## config.mk

```make
export PLATFORM = sky130hd
export DESIGN_NAME = frame_align_padder
export DESIGN_NICKNAME = d
export VERILOG_FILES = /design/src/rtl/frame_align_padder.sv
export SDC_FILE = /design/constraint.sdc
export NUM_CORES = 1
export LEC_CHECK = 0
export ABC_AREA = 1
export BUFFER_PORTS_ARGS = -buffer_cell sky130_fd_sc_hd__buf_2
export CAP_MARGIN = 10
export CORE_AREA = 2 2 82 123
export DETAILED_ROUTE_END_ITERATION = 8
export DIE_AREA = 0 0 84 125
export PLACE_DENSITY = 0.7
export RECOVER_POWER = 100
export SYNTH_ARGS = -nofsm -noshare
export SYNTH_HDL_FRONTEND = slang
export SYNTH_SLANG_ARGS = --single-unit
```

## constraint.sdc

```tcl
create_clock -name clk -period 2.6 [get_ports clk]
set_clock_uncertainty 0.15 [all_clocks]
set_input_delay 0.13 -clock clk [delete_from_list [all_inputs] [get_ports clk]]
set_output_delay 0.13 -clock clk [all_outputs]
set_load 0.005 [all_outputs]
```

## src/rtl/frame_align_padder.sv

```systemverilog
module frame_align_padder #(
  parameter int WORD_BYTES = 4,
  parameter int PAD_BYTES  = 2,
  parameter int LEN_W      = 16
) (
  input  logic                    clk,
  input  logic                    rst_n,
  input  logic                    sw_reset,
  input  logic                    stop_cmd,
  input  logic                    cfg_we,
  input  logic                    cfg_wdata,
  output logic                    cfg_rdata,
  input  logic                    in_valid,
  input  logic [7:0]              in_data,
  input  logic                    in_sof,
  input  logic                    in_eof,
  output logic                    out_valid,
  output logic [8*WORD_BYTES-1:0] out_data,
  output logic [WORD_BYTES-1:0]   out_be,
  output logic                    out_last,
  output logic                    len_valid,
  output logic [LEN_W-1:0]        len_bytes
);
  localparam int LANE_W = (WORD_BYTES > 1) ? $clog2(WORD_BYTES) : 1;
  localparam int DW = 8 * WORD_BYTES;
  localparam logic [LANE_W-1:0] PAD_LANE  = LANE_W'(PAD_BYTES);
  localparam logic [LANE_W-1:0] LAST_LANE = LANE_W'(WORD_BYTES - 1);

  logic                  align_en;
  logic [LANE_W-1:0]     lane_q, lane;
  logic [DW-1:0]         word_q, word_nx;
  logic [WORD_BYTES-1:0] be_nx;
  logic [LEN_W-1:0]      cnt_q, cnt_nx;
  logic                  flush, abort;

  assign cfg_rdata = align_en;
  assign abort     = sw_reset | stop_cmd;
  assign lane      = in_sof ? (align_en ? PAD_LANE : '0) : lane_q;
  assign cnt_nx    = in_sof ? LEN_W'(1) : cnt_q + LEN_W'(1);
  assign flush     = (lane == LAST_LANE) | in_eof;

  always_comb begin
    word_nx = in_sof ? '0 : word_q;
    for (int i = 0; i < WORD_BYTES; i++) begin
      if (lane == LANE_W'(i)) word_nx[8*i +: 8] = in_data;
      be_nx[i] = (LANE_W'(i) <= lane);
    end
  end

  always_ff @(posedge clk or negedge rst_n) begin
    if (!rst_n)        align_en <= 1'b0;
    else if (sw_reset) align_en <= 1'b0;
    else if (cfg_we)   align_en <= cfg_wdata;
  end

  always_ff @(posedge clk or negedge rst_n) begin
    if (!rst_n) begin
      lane_q    <= '0;
      word_q    <= '0;
      cnt_q     <= '0;
      out_valid <= 1'b0;
      out_data  <= '0;
      out_be    <= '0;
      out_last  <= 1'b0;
      len_valid <= 1'b0;
      len_bytes <= '0;
    end else begin
      out_valid <= 1'b0;
      out_last  <= 1'b0;
      len_valid <= 1'b0;
      if (abort) begin
        lane_q <= '0;
        word_q <= '0;
        cnt_q  <= '0;
      end else if (in_valid) begin
        word_q <= flush ? '0 : word_nx;
        lane_q <= flush ? '0 : lane + LANE_W'(1);
        cnt_q  <= cnt_nx;
        if (flush) begin
          out_valid <= 1'b1;
          out_data  <= word_nx;
          out_be    <= be_nx;
          out_last  <= in_eof;
        end
        if (in_eof) begin
          len_valid <= 1'b1;
          len_bytes <= cnt_nx;
        end
      end
    end
  end

  AST_EN_CLEARED_BY_SWRST: assert property (@(posedge clk) disable iff (!rst_n)
    $past(sw_reset) |-> !cfg_rdata);
  AST_STOP_KEEPS_EN: assert property (@(posedge clk) disable iff (!rst_n)
    stop_cmd && !sw_reset && !cfg_we |=> $stable(cfg_rdata));
  AST_FULL_WORD_BE: assert property (@(posedge clk) disable iff (!rst_n)
    out_valid && !out_last |-> &out_be);
  AST_BE_LOW_CONTIG: assert property (@(posedge clk) disable iff (!rst_n)
    out_valid |-> out_be[0] && (((out_be + 1'b1) & out_be) == '0));
  AST_LEN_WITH_LAST: assert property (@(posedge clk) disable iff (!rst_n)
    len_valid |-> out_valid && out_last && (len_bytes != '0));
  AST_NO_OUT_AFTER_ABORT: assert property (@(posedge clk) disable iff (!rst_n)
    $past(abort) |-> !out_valid && !len_valid);
endmodule

```

==> results.md <==
- CP Class: primary input to flip-flop
- Max_cap viols: 0
- Drt wl/cell: 15.92 um
- Worst-Skew Late Latency: about 350 ps
- Vias: around 3,800
- Post-DP HPWL: 7640 um
- Netlist cell types: 32
- Critical Path End Type: flip-flop
- Vias in the first global route: ~3,800
- I/O Buffers: just over 70
- Syn Area/Cell: about 9.4 um^2
- Clock-pin slew on the worst setup and hold paths: ~70 ps
- Final Hold Vio Count: 1
- Post-synth EDFFs: 0
- FILL cells: between 900 and 1,000
- Hold Crit Class: primary input to flip-flop
- Die Area: about 11,000 um^2
- Peak VDD IR: between 0.4 and 0.5 mV
- Failing checks: hold timing
- Arrival time worst endpoint: 2480 ps
- Vias per std cell: around 5.6
- Final setup vio count: 0
- Worst-path fanout max: 22
- Max H-tree Level: 3
- Clk sinks: 105
- Initial DRC Count: approximately 270
- Final max-slew violation count: 0
- Ys flop type: dfrtp_1
- Multi-input gate area: 1657 um^2
- Final Util: 0.5553
- Seq/Total Area, Yosys: 0.5728
- Top-count cell post-synth: nand2_1
- Post-Synth Simple-Gate Area: 0.1762
- Initial antenna violation count: 0
- I/O pins: 73
- CORE AREA: 9524 um^2
- Syn Inst Count: a little under 500
- Postcts setup bufs: 0
- Initial core utilization: 0.4816
- DRT Wirelength: approximately 11,000 um
- CTS tree: done
- Mapped Nets: roughly 510
- Post-synthesis compound-gate area fraction: 0.1759
- Layout Area Growth over Synthesis: 15.30%
- Core Rows: 44
- CTS root buffer: clkbuf_16
- RePlAce Congestion: ~0.9
- CTS Buf Count: 9
- Placed Cells incl. Taps: between 600 and 700
- Status: finished with violations
- Synth top area share: 0.5728
- First-pass GRT wire length: 18,230 um
- Yosys warnings: 0
- Actual slew at the worst max-slew pin: about 1200 ps
- Die Y: approximately 130 um
- Area occupied by registers: approximately 2600 um^2
- Synth cell count leaders: nand2_1 (129), dfrtp_1 (105), o21ai_0 (55)
- Crit path cell chain: dlygate4sd3_1 > clkbuf_1 > nor2_1 > inv_1 > nor2_1 > clkbuf_1 > inv_2 > o22ai_1
- Hold_ws: -17.15 ps
- Final setup TNS: 0 ps
- Tcrit/Tclk final: 0.9123
- Pwr per Cell Area: around 630 nW/um^2
- Post-synthesis adder-cell area fraction: 0.01637
- WP data required: 2710 ps
- Static leakage: 0.002567 uW
- Post-synthesis mux area share: 0
- Share of layout cells above drive strength 1: 0.1658
- Startpoint Class: primary input
- Largest family of logic cells by synthesized area: simple AND/OR/NAND/NOR gates
- Slowest CP cell: clkbuf_1
- Final setup margin: around 230 ps
- Setup WS pre-CTS: 261.2 ps
- ANT cells: 0
- Synth Area in XOR/XNOR: 0
- Largest net degree at the start of global routing: 60
- GRT Total Usage: 0.2180
- Total power: around 3300 uW
- Mapped Area: approximately 4600 um^2
- Pre-antenna DRT Iters: 5
- Final non-filler cell total: 682
- DRT antenna net count: 0
- Grt ovf: 0
- Clock Path Buffers: 2
- Synth top area cells: dfrtp_1 (57%), nand2_1 (11%), o21ai_0 (6.0%), a22oi_1 (5.1%), inv_1 (2.5%)
- Synth area leader: dfrtp_1
- Asr flop ratio synth: 1.000
- Minimum clock period: ~2400 ps
- Worst path max stage delay: 800 ps
- Slew HR: 0.2304
- Nets: 585
- DRC Markers: 0
- Unrepaired setup endpoints after global routing: false
- Synthesis-stage register bit count: 105
- Top achievable clock speed: between 400 and 500 MHz
- Die X: 84 um
power breakdown:
group	switching (uW)	total, uW	internal, uW
logic	172	266	94.0
clock network	649	1320	676
registers	32.8	1720	1690
final cells by class:
cell class,count,share of cell area
inverter,36,0.02555
timing repair buffer,85,0.08304
multi-input combinational,325,0.3132
tap,115,0.02721
clock inverter,6,0.01088
clock buffer,10,0.04329
sequential,105,0.4968
repair_timing:
item	in CTS	in global routing
endpoints found under the setup margin	0	2
hold endpoints to repair	48	0
gates resized for setup	0	1
hold buffers	4	0
metrics by stage:
step | hold slack [ps] | area [um^2]
2_1_floorplan | -315.6 | 4587
3_3_place_gp | 30.70 | 5045
3_5_place_dp | 41.40 | 5045
4_1_cts | 19.08 | 5371
5_1_grt | -9.357 | 5289
6_report | -17.15 | 5289
path summary, 6_finish.rpt:
| path | to | start | slack (ps) | cells past startpoint |
|---|---|---|---|---|
| max | cnt_q[10] | sw_reset | 230 | 8 |
| min | len_valid | in_eof | -20 | 3 |
| min in group asynchronous | len_bytes[8] | rst_n | 380 | 2 |
| min reg2reg | out_be[0] | out_be[0] | 310 | 1 |
| max in group asynchronous | out_data[14] | rst_n | 460 | 3 |
| max reg2reg | word_q[24] | cfg_rdata | 250 | 8 |
cell usage in the layout (no fill, tap or decap), drive strengths merged:
master,netlist,routed
inv,36,41
nand4,13,13
dlygate4sd3,0,4
o21ai,80,80
nor3,1,1
o22ai,7,7
nand2,130,130
a21boi,1,1
a32o,2,2
clkbuf,9,32
a21oi,3,3
or2,2,2
o21bai,2,2
nand3,14,14
nor2,29,29
o211ai,1,1
a211oi,1,1
buf,15,59
ha,6,6
a22o,2,2
dfrtp,105,105
clkinv,0,1
a22oi,31,31
worst max-delay path, delay by kind of cell:
family | cells | cell delay (ps)
buf+inv | 5 | 1770
simple gates | 2 | 360
compound gates | 1 | 240
flip-flops by register name (all words and copies together), names as in the netlist:
signal	count
len_valid	1
cfg_rdata	1
len_bytes	16
out_be	4
lane_q	2
cnt_q	16
word_q	32
out_data	32
out_valid	1
layer usage:
metal,vias up,share of wire,track usage
li1,1803,-,-
met1,1847,0.41,0.2738
met2,114,0.51,0.3680
met3,23,0.045,0.03828
met4,0,0.034,0.09772
met5,-,0,0
cells by family (layout without fill, tap and decap cells):
family          Yosys count  count (layout)
simple gates            189             189
compound gates          130             130
flops                   105             105
buf+inv                  60             137
fa+ha+maj                 6               6
No activity file was read; power rests on OpenSTA's default activity.
